$ cat src/rtl/dwc_pkg.sv
`timescale 1ns/1ps
// Shared types for the double-to-int32 wrapping converter.
package dwc_pkg;

    // Operand class decided from the exponent field alone.
    typedef enum logic [1:0] {
        CLS_ZERO_SUB = 2'd0,
        CLS_NORMAL   = 2'd1,
        CLS_SPECIAL  = 2'd2
    } dwc_cls_e;

    // Exception pulses produced by one conversion.
    typedef struct packed {
        logic ixc;
        logic ioc;
        logic idc;
    } dwc_flags_t;

endpackage

$ cat src/rtl/dwc_unpack.sv
`timescale 1ns/1ps
// dwc_unpack: splits a binary floating-point operand into sign, class,
// significand with hidden one, and unbiased exponent.
// Assumes the standard layout: sign at the top, exponent, then fraction.
module dwc_unpack
    import dwc_pkg::*;
#(
    parameter int EXP_W  = 11,
    parameter int FRAC_W = 52
) (
    input  logic [EXP_W+FRAC_W:0]  op,
    output logic                   sign,
    output dwc_cls_e               cls,
    output logic                   frac_nz,
    output logic [FRAC_W:0]        sig,
    output logic signed [EXP_W:0]  unb_exp
);
    localparam int EW = EXP_W + 1;
    localparam logic signed [EW-1:0] BIAS = EW'((1 << (EXP_W - 1)) - 1);

    logic [EXP_W-1:0]  exp_f;
    logic [FRAC_W-1:0] frac_f;

    // Field extraction and classification.
    always_comb begin
        sign    = op[EXP_W+FRAC_W];
        exp_f   = op[EXP_W+FRAC_W-1:FRAC_W];
        frac_f  = op[FRAC_W-1:0];
        frac_nz = |frac_f;
        sig     = {1'b1, frac_f};
        unb_exp = $signed({1'b0, exp_f}) - BIAS;
        if (exp_f == '0)
            cls = CLS_ZERO_SUB;
        else if (&exp_f)
            cls = CLS_SPECIAL;
        else
            cls = CLS_NORMAL;
    end
endmodule

$ cat src/rtl/dwc_shift.sv
`timescale 1ns/1ps
// dwc_shift: positions the significand by the unbiased exponent and keeps
// the low OUT_W bits of the truncated integer magnitude.
// It reports whether any fraction bit was dropped, and whether the
// magnitude reaches 2^OUT_W or more.
// Assumes FRAC_W+1 >= OUT_W. A left shift of OUT_W or more gives zero and
// never wraps its shift amount.
module dwc_shift #(
    parameter int EXP_W  = 11,
    parameter int FRAC_W = 52,
    parameter int OUT_W  = 32
) (
    input  logic [FRAC_W:0]        sig,
    input  logic signed [EXP_W:0]  unb_exp,
    output logic [OUT_W-1:0]       mag_low,
    output logic                   lost,
    output logic                   big
);
    localparam int SIG_W = FRAC_W + 1;
    localparam int EW    = EXP_W + 1;
    localparam logic signed [EW-1:0] E_FRAC = EW'(FRAC_W);
    localparam logic signed [EW-1:0] E_OUT  = EW'(OUT_W);
    localparam logic signed [EW-1:0] E_ZERO = '0;

    logic [EW-1:0]        rsh;
    logic signed [EW-1:0] lsh;
    logic [SIG_W-1:0]     int_full;

    // Right shift for small exponents, left shift for large ones.
    always_comb begin
        rsh      = E_FRAC - unb_exp;
        lsh      = unb_exp - E_FRAC;
        int_full = '0;
        mag_low  = '0;
        lost     = 1'b0;
        big      = 1'b0;
        if (unb_exp < E_ZERO) begin
            lost = 1'b1;
        end else if (unb_exp <= E_FRAC) begin
            int_full = sig >> rsh;
            mag_low  = int_full[OUT_W-1:0];
            lost     = |(sig & ~({SIG_W{1'b1}} << rsh));
            big      = |int_full[SIG_W-1:OUT_W];
        end else begin
            big = 1'b1;
            if (lsh < E_OUT)
                mag_low = sig[OUT_W-1:0] << lsh;
        end
    end
endmodule

$ cat src/rtl/dwc_resolve.sv
`timescale 1ns/1ps
// dwc_resolve: combines class, sign and shifted magnitude into the wrapped
// result, the exactness bit and the exception flags.
// Assumes that when big is clear, mag_low is the whole magnitude.
module dwc_resolve
    import dwc_pkg::*;
#(
    parameter int OUT_W = 32
) (
    input  dwc_cls_e          cls,
    input  logic              sign,
    input  logic              frac_nz,
    input  logic              ftz,
    input  logic [OUT_W-1:0]  mag_low,
    input  logic              lost,
    input  logic              big,
    output logic [OUT_W-1:0]  res,
    output logic              z,
    output dwc_flags_t        flags
);
    logic ovf;
    logic inexact;

    // Range test, signed wrap and flag priority for each class.
    always_comb begin
        ovf     = big | (sign ? (mag_low[OUT_W-1] & (|mag_low[OUT_W-2:0]))
                              : mag_low[OUT_W-1]);
        res     = '0;
        flags   = '0;
        inexact = 1'b0;
        unique case (cls)
            CLS_ZERO_SUB: begin
                inexact = sign;
                if (frac_nz) begin
                    if (ftz) begin
                        flags.idc = 1'b1;
                    end else begin
                        flags.ixc = 1'b1;
                        inexact   = 1'b1;
                    end
                end
            end
            CLS_SPECIAL: begin
                flags.ioc = 1'b1;
                inexact   = 1'b1;
            end
            default: begin
                res = sign ? -mag_low : mag_low;
                if (ovf) begin
                    flags.ioc = 1'b1;
                    inexact   = 1'b1;
                end else if (lost) begin
                    flags.ixc = 1'b1;
                    inexact   = 1'b1;
                end
            end
        endcase
        z = ~inexact;
    end
endmodule

$ cat src/rtl/dbl_wrap_cvt.sv
`timescale 1ns/1ps
// dbl_wrap_cvt: binary64 to 32-bit signed integer, truncating toward zero
// and wrapping modulo 2^OUT_W. It gives an exactness bit and exception pulses.
// Assumes in_op is stable while in_vld is high. With REGISTERED=1 the
// outputs appear one clock later and hold between strobes.
module dbl_wrap_cvt
    import dwc_pkg::*;
#(
    parameter int EXP_W      = 11,
    parameter int FRAC_W     = 52,
    parameter int OUT_W      = 32,
    parameter bit REGISTERED = 1'b1
) (
    input  logic                    clk,
    input  logic                    rst_n,
    input  logic                    in_vld,
    input  logic [EXP_W+FRAC_W:0]   in_op,
    input  logic                    in_ftz,
    output logic                    out_vld,
    output logic [OUT_W-1:0]        out_res,
    output logic                    out_z,
    output logic                    out_ixc,
    output logic                    out_ioc,
    output logic                    out_idc
);
    localparam int OP_W = EXP_W + FRAC_W + 1;

    logic                   sign;
    dwc_cls_e               cls;
    logic                   frac_nz;
    logic [FRAC_W:0]        sig;
    logic signed [EXP_W:0]  unb_exp;
    logic [OUT_W-1:0]       mag_low;
    logic                   lost;
    logic                   big;
    logic [OUT_W-1:0]       c_res;
    logic                   c_z;
    dwc_flags_t             c_flags;

    dwc_unpack #(.EXP_W(EXP_W), .FRAC_W(FRAC_W)) u_unpack (
        .op(in_op), .sign(sign), .cls(cls), .frac_nz(frac_nz),
        .sig(sig), .unb_exp(unb_exp)
    );

    dwc_shift #(.EXP_W(EXP_W), .FRAC_W(FRAC_W), .OUT_W(OUT_W)) u_shift (
        .sig(sig), .unb_exp(unb_exp), .mag_low(mag_low),
        .lost(lost), .big(big)
    );

    dwc_resolve #(.OUT_W(OUT_W)) u_resolve (
        .cls(cls), .sign(sign), .frac_nz(frac_nz), .ftz(in_ftz),
        .mag_low(mag_low), .lost(lost), .big(big),
        .res(c_res), .z(c_z), .flags(c_flags)
    );

    generate
        if (REGISTERED) begin : g_reg
            // Capture on strobe; results hold, flags pulse for one cycle.
            always_ff @(posedge clk) begin
                if (!rst_n) begin
                    out_vld <= 1'b0;
                    out_res <= '0;
                    out_z   <= 1'b0;
                    out_ixc <= 1'b0;
                    out_ioc <= 1'b0;
                    out_idc <= 1'b0;
                end else begin
                    out_vld <= in_vld;
                    out_ixc <= in_vld & c_flags.ixc;
                    out_ioc <= in_vld & c_flags.ioc;
                    out_idc <= in_vld & c_flags.idc;
                    if (in_vld) begin
                        out_res <= c_res;
                        out_z   <= c_z;
                    end
                end
            end

            // output strobe follows input strobe by one clock.
            p_latency_r10: assert property (@(posedge clk) disable iff (!rst_n)
                in_vld |=> out_vld);

            // without a strobe nothing moves and no flag pulses.
            p_hold_r10: assert property (@(posedge clk) disable iff (!rst_n)
                !in_vld |=> (!out_vld && $stable(out_res) && $stable(out_z)
                             && !out_ixc && !out_ioc && !out_idc));

            // infinity and NaN give zero with invalid raised.
            p_special_r6: assert property (@(posedge clk) disable iff (!rst_n)
                (in_vld && (&in_op[OP_W-2:FRAC_W]))
                |=> (out_res == '0 && out_ioc && !out_z));

            // flushed subnormal raises only the denormal pulse.
            p_ftz_r4: assert property (@(posedge clk) disable iff (!rst_n)
                (in_vld && in_ftz && in_op[OP_W-2:FRAC_W] == '0
                 && in_op[FRAC_W-1:0] != '0)
                |=> (out_idc && !out_ixc && out_res == '0));
        end else begin : g_comb
            // Pass-through variant; flags gated by the strobe.
            always_comb begin
                out_vld = in_vld;
                out_res = c_res;
                out_z   = c_z;
                out_ixc = in_vld & c_flags.ixc;
                out_ioc = in_vld & c_flags.ioc;
                out_idc = in_vld & c_flags.idc;
            end
        end
    endgenerate

    // at most one exception pulse at a time.
    p_onehot_r10: assert property (@(posedge clk) disable iff (!rst_n)
        $onehot0({out_ixc, out_ioc, out_idc}));

    // any inexact or invalid pulse means Z is clear.
    p_flag_z_r7: assert property (@(posedge clk) disable iff (!rst_n)
        (out_ixc || out_ioc) |-> !out_z);

    // flags appear only alongside a result strobe.
    p_flag_vld_r10: assert property (@(posedge clk) disable iff (!rst_n)
        (out_ixc || out_ioc || out_idc) |-> out_vld);
endmodule

$ cat config.mk
export PLATFORM = sky130hd
export DESIGN_NAME = dbl_wrap_cvt
export DESIGN_NICKNAME = d
export VERILOG_FILES = /design/src/rtl/dwc_pkg.sv /design/src/rtl/dwc_unpack.sv /design/src/rtl/dwc_shift.sv /design/src/rtl/dwc_resolve.sv /design/src/rtl/dbl_wrap_cvt.sv
export SDC_FILE = /design/constraint.sdc
export NUM_CORES = 1
export LEC_CHECK = 0
export BUFFER_PORTS_ARGS = -buffer_cell sky130_fd_sc_hd__buf_2
export CORE_MARGIN = 1.5
export CORE_UTILIZATION = 46
export DETAILED_ROUTE_END_ITERATION = 7
export HOLD_SLACK_MARGIN = 0.05
export SYNTH_ARGS = -nofsm -noshare
export SYNTH_HDL_FRONTEND = slang
export SYNTH_SLANG_ARGS = --single-unit
$ cat constraint.sdc
create_clock -name clk -period 7.5 [get_ports clk]
set_clock_uncertainty 0.05 [all_clocks]
set_input_delay 0.375 -clock clk [delete_from_list [all_inputs] [get_ports clk]]
set_output_delay 0.375 -clock clk [all_outputs]
set_load 0.02 [all_outputs]
# Yosys cells after proc, flatten, opt, wreduce, memory -nomap -nowiden
# Index checks and enable logic that the tools add are counted.
# totals
out_inout_bits	37
ff_bits	37
inputBits	68
wordCells	59
# op_classes
addsub	4
bitwise_logic	8
n_lt_le_gt_ge	3
n_shift	3
n_reduce_logical	8
muxes	26
eq_ne	1
# ops
op	count
two-way mux 32 bit	5
bitwise AND 53 bit	1
NOT 53 bit	1
OR reduction 53 bit	1
left shift 53 x 12 -> 53 bit, first input constant	1
right shift 53 x 12 -> 53 bit	1
OR reduction 52 bit	1
negator 32 bit	1
left shift 32 x 12 -> 32 bit	1
OR reduction 31 bit	1
OR reduction 21 bit	1
two-way mux 1 bit	16
less-or-equal comparator 12 x 7 -> 1 bit, second input constant	1
less-than comparator 12 x 1 -> 1 bit, second input constant	1
less-than comparator 12 x 7 -> 1 bit, second input constant	1
subtractor 11 x 10 -> 12 bit, second input constant	1
subtractor 12 x 7 -> 12 bit, second input constant	1
subtractor 7 x 12 -> 12 bit, first input constant	1
logical NOT 11 bit	1
AND reduction 11 bit	1
one-hot mux 1 bit (2 select lines)	3
bitwise AND 1 bit	4
two-way mux 2 bit	2
== test 2 bit, second input constant	1
other kinds (4)	4

# Logic depth before layout (Yosys ltp)
# logic_depth
ltp_word	13
depth_mapped	27
ltp_nobuf	18

# Cells and area by module
# From an unflattened synthesis, not the netlist that was laid out.
# hier_totals
hier_cells	1470
area_unflattened_um2	9972.1
# modules_own_cells
module	area_per_inst_um2	n_inst	cells_each	seq_area_each_um2
dwc_shift	6558.8	1	1042	0.0
dbl_wrap_cvt	1380.1	1	114	740.7
dwc_resolve	1273.7	1	207	0.0
dwc_unpack	759.5	1	107	0.0

# Worst setup path after synthesis
# OpenSTA, ideal clock, no wires.
# synth_timing
path_type	in2reg
start	in in_op[52]
end	reg out_res[28]
slack_ps	2036
arrival_time_ps	5296
stages	24
required_time_ps	7332
n_path_buf	7
setup_ps	118
cell_sequence	buf_6 inv_1 buf_2 buf_2 buf_1 ha_1 buf_6 and3b_1 o21ai_0 nand4_1 nand2_4 buf_2 buf_2 mux2_2 o221ai_1 o22ai_1 a31oi_1 ha_1 inv_1 nor4_4 nand3_4 o41ai_2 xor2_1 o21ai_1
# synth_via
elab_chain_len	9
word_cells_on_any_way	21
cone_classes	add/sub (4); order compare (3); eq/ne (1); shift (2); mux (7); reduce/logical (4)
# synth_lines
element	line	text
from (decl)	dbl_wrap_cvt.sv:17	input logic [EXP_W+FRAC_W:0] in_op,
subtractor 11 x 10 -> 12 bit	dwc_unpack.sv:31	unb_exp = $signed({1'b0, exp_f}) - BIAS;
subtractor 12 x 7 -> 12 bit	dwc_shift.sv:32	lsh = unb_exp - E_FRAC;
less-than comparator 12 x 7 -> 1 bit / left shift 32 x 12 -> 32 bit (equally long branches)	dwc_shift.sv:46, dwc_shift.sv:47	
two-way mux 32 bit	dwc_shift.sv:46	if (lsh < E_OUT)
two-way mux 32 bit	dwc_shift.sv:39	end else if (unb_exp <= E_FRAC) begin
two-way mux 32 bit	dwc_shift.sv:37	if (unb_exp < E_ZERO) begin
negator 32 bit	dwc_resolve.sv:48	res = sign ? -mag_low : mag_low;
two-way mux 32 bit	dwc_resolve.sv:48	
two-way mux 32 bit (*)	dwc_resolve.sv:31	unique case (cls)
to (signal assigned)	dbl_wrap_cvt.sv:73	out_res <= c_res;
to (decl)	dbl_wrap_cvt.sv:20	output logic [OUT_W-1:0] out_res,
# Mark *: on every way between the ends. The rest lies on a longest branch, timed or not.
# A chain may end at the register's enable or synchronous reset.

# Worst setup path in the final report
# layout_timing
start	in in_op[52]
end	reg out_ioc
# layout_via
elab_chain_len	13
word_cells_on_any_way	27
cone_classes	add/sub (3); order compare (3); eq/ne (1); shift (2); mux (10); bitwise (3); reduce/logical (5)
# layout_lines
element	line	text
subtractor 11 x 10 -> 12 bit	dwc_unpack.sv:31	
subtractor 12 x 7 -> 12 bit	dwc_shift.sv:32	
less-than comparator 12 x 7 -> 1 bit / left shift 32 x 12 -> 32 bit (equally long branches)	dwc_shift.sv:46, dwc_shift.sv:47	
two-way mux 32 bit	dwc_shift.sv:46	
two-way mux 32 bit	dwc_shift.sv:39	
two-way mux 32 bit	dwc_shift.sv:37	
OR reduction 31 bit	dwc_resolve.sv:26	ovf = big | (sign ? (mag_low[OUT_W-1] & (|mag_low[OUT_W-2:0]))
bitwise AND 1 bit	dwc_resolve.sv:26	
two-way mux 1 bit	dwc_resolve.sv:26	
bitwise OR 1 bit	dwc_resolve.sv:26	
two-way mux 1 bit	dwc_resolve.sv:49	if (ovf) begin
one-hot mux 1 bit (2 select lines) (*)	dwc_resolve.sv:31	
bitwise AND 1 bit (*)	dbl_wrap_cvt.sv:70	out_ioc <= in_vld & c_flags.ioc;
to (signal assigned)	dbl_wrap_cvt.sv:70	
to (decl)	dbl_wrap_cvt.sv:23	output logic out_ioc,
# Marked as above.

==> metrics.cfg <==
[outcome]
outcome=complete, no violations

[final_layout]
utilization_pct=49.6
fin_nets=1377
drive_above_1_share_pct=20.4
fin_area_um2=10400
syn_to_final_growth_pct=6.25
ff_latch_area_um2=741
multiInputGateArea_um2=8250
fillers=2182

[clock_tree]
clkSinkCount=37
ctsLongestPathBuffers=2
hold_buffers=0
clk_latency_ns=0.28
cts_root_buf=clkbuf_16
clkTransAtPathRegs_ns=0.06
cts_max_level=2
postCtsSetupBuffers=0
cts_inserted_buffers=5
ctsResizeCount=0
cts_tree=done

[sta]
slew_headroom_pct=8.34
tns_ns=0
slew_viol_final=0
whs_ns=0.329
tightest_slew_ns=1.36
finalCritPeriodShare_pct=87.2
setup_viol_count_final=0
fmax_ghz=0.153
hold_viol=0
rsz0062_at_grt=no
period_needed_ns=6.54

[worst_setup_path]
path_cells=buf_4 > buf_4 > inv_1 > ha_4 > nand2b_1 > a21oi_1 > o31ai_4 > nand2_4 > mux4_2 > o211ai_1 > o22ai_1 > a31oi_1 > ha_1 > inv_1 > nor4_4 > nand3_4 > nor3b_1 > nor2_1 > o211a_1
slowest_delay_ns=0.64
worstPathArrival_ns=6.67
startpoint_type=primary input
slowest_stage=mux4_2
required_ns=7.63
critical_path_class=primary input to flip-flop
critPathCaptureType=flip-flop
crit_fanout=41

[floorplanning]
die_w_um=149
start_util_pct=46.7
ios=105
die_h_um=149
num_rows=53
core_area_um2=21000
dieArea_um2=22200

[placement]
post_dp_cell_area_um2=10200
hpwl_um=35000
routabilityCongestion=1.02
portBuffers=104

[synth]
synth_most_common_cell=nand2_1
yosys-top-cells-area=mux4_2 13%, dfxtp_1 7.6%, mux2i_1 7.1%
yosys_register_bits=37
synth_top_area_share_pct=13.4
synth_warnings=0
syn_nets=1341
synth_seq_area_share_pct=7.57
ys_types=107
syn-cell-area_um2=9780
syn_area_per_cell_um2=7.72
synth_top_cell_by_area=mux4_2
syn_inst=1267
yosys-top-cells-count=128 x nand2_1, 107 x nor2_1, 102 x o21ai_0, 81 x a21oi_1, 69 x mux2i_1
async_reset_ff_share_pct=0
synth-edff-count=0
synth_flop_cell=dfxtp_1

[pwr]
p_int_mw=0.687
p_leak_nw=4.11
powerDensity_nw_per_um2=138
combinationalPowerShare_pct=70.4
p_seq_share_pct=14.5
p_sw_mw=0.753
p_sw_share_pct=52.3
ir_worst_vdd_mv=0.0910
p_clk_share_pct=15.1

[global_routing]
grt_first_pass_wirelength_um=67000
grt_pass1_vias=10500
grt_max_degree=67
gr-total-overflow=0
track_usage_pct=40.2
antenna_found_initial=1

[drt]
vias=11500
drtIter0Drc=1389
post_drt_wl_per_cell_um=28.7
ant_nets=0
first_pass_iters=6
drt_drc_violations_left=0
wl_um=45300
via_per_inst=7.27

[run]
drv_cap=0

[hold_path]
worstHoldPathType=primary input to flip-flop

[per-stage QoR]
stage / worst slack, ns / cells / total power, mW
floorplan: 2.04 / 1267 / 0.892
global placement: 0.900 / 1571 / 1.19
detailed placement: 0.794 / 1571 / 1.19
CTS: 1.08 / 1579 / 1.40
global route: 0.621 / 1579 / 1.50
finish: 0.957 / 1580 / 1.44
[flip-flops by register name, summed over array words and instances, names as in the netlist]
| signal | cells |
|---|---|
| out_idc | 1 |
| out_z | 1 |
| out_res | 32 |
| out_ixc | 1 |
| out_ioc | 1 |
| out_vld | 1 |
[cell type report]
class	count	area share [%]
inverter	38	1.37
tap	275	3.31
clock buffer	5	1.20
sequential	37	7.12
multi-input combinational	1085	79.4
clock inverter	3	0.241
antenna	1	0.0241
timing repair buffer	136	7.34
[cell families after synthesis]
group,share of synthesized area [%]
AO/OA/AOI/OAI,27.9
multiplexers,26.6
XOR/XNOR,4.26
flip-flops,7.57
buffers and inverters,8.63
adder cells (fa/ha/maj),0.767
AND/OR/NAND/NOR,24.3
[power groups by stage]
stage | combinational [mW] | clock, mW | sequential (mW)
2_1_floorplan | 0.668 | 0 | 0.224
3_3_place_gp | 0.979 | 0 | 0.213
3_5_place_dp | 0.972 | 0 | 0.214
4_1_cts | 0.976 | 0.218 | 0.209
5_1_grt | 1.06 | 0.227 | 0.210
6_report | 1.01 | 0.217 | 0.209
[layer usage]
layer	vias to the layer above	global-route usage (%)	wire [um]
met3	182	7.19	5050
met2	852	60.4	19300
met5	-	0	0
met1	5432	55.7	18300
li1	5020	-	-
met4	0	19.3	2660
[critical path: cells and delay by family]
family	cells	cell delay, ns
simple gates	6	2.23
compound gates	6	1.86
buf+inv	4	0.77
fa+ha+maj	2	0.74
mux	1	0.64
[cell usage in the layout, fill, tap and decap left out, types with 16 or more instances in the layout]
master and count:
o21ai_0 102, inv_1 34, nand3_1 40, o31ai_1 16, nor4_1 26, dfxtp_1 37, a211oi_1 22, buf_2 103
a21oi_1 81, xnor2_1 26, nand4_1 37, nor2_1 106, buf_4 33, nand2_1 128, mux2_2 21, mux4_2 58
nor3_1 45, mux2i_1 69
[path summary, 6_finish.rpt]
path	slack, ns	endpoint	cells after the start	start
max	0.96	out_ioc	19	in_op[52]
min reg2reg	0.40	out_res[30]	2	out_res[30]
min	0.33	out_idc	2	in_ftz
max reg2reg	6.62	out_res[22]	3	out_res[22]
Power figures use the tool's default switching activity.
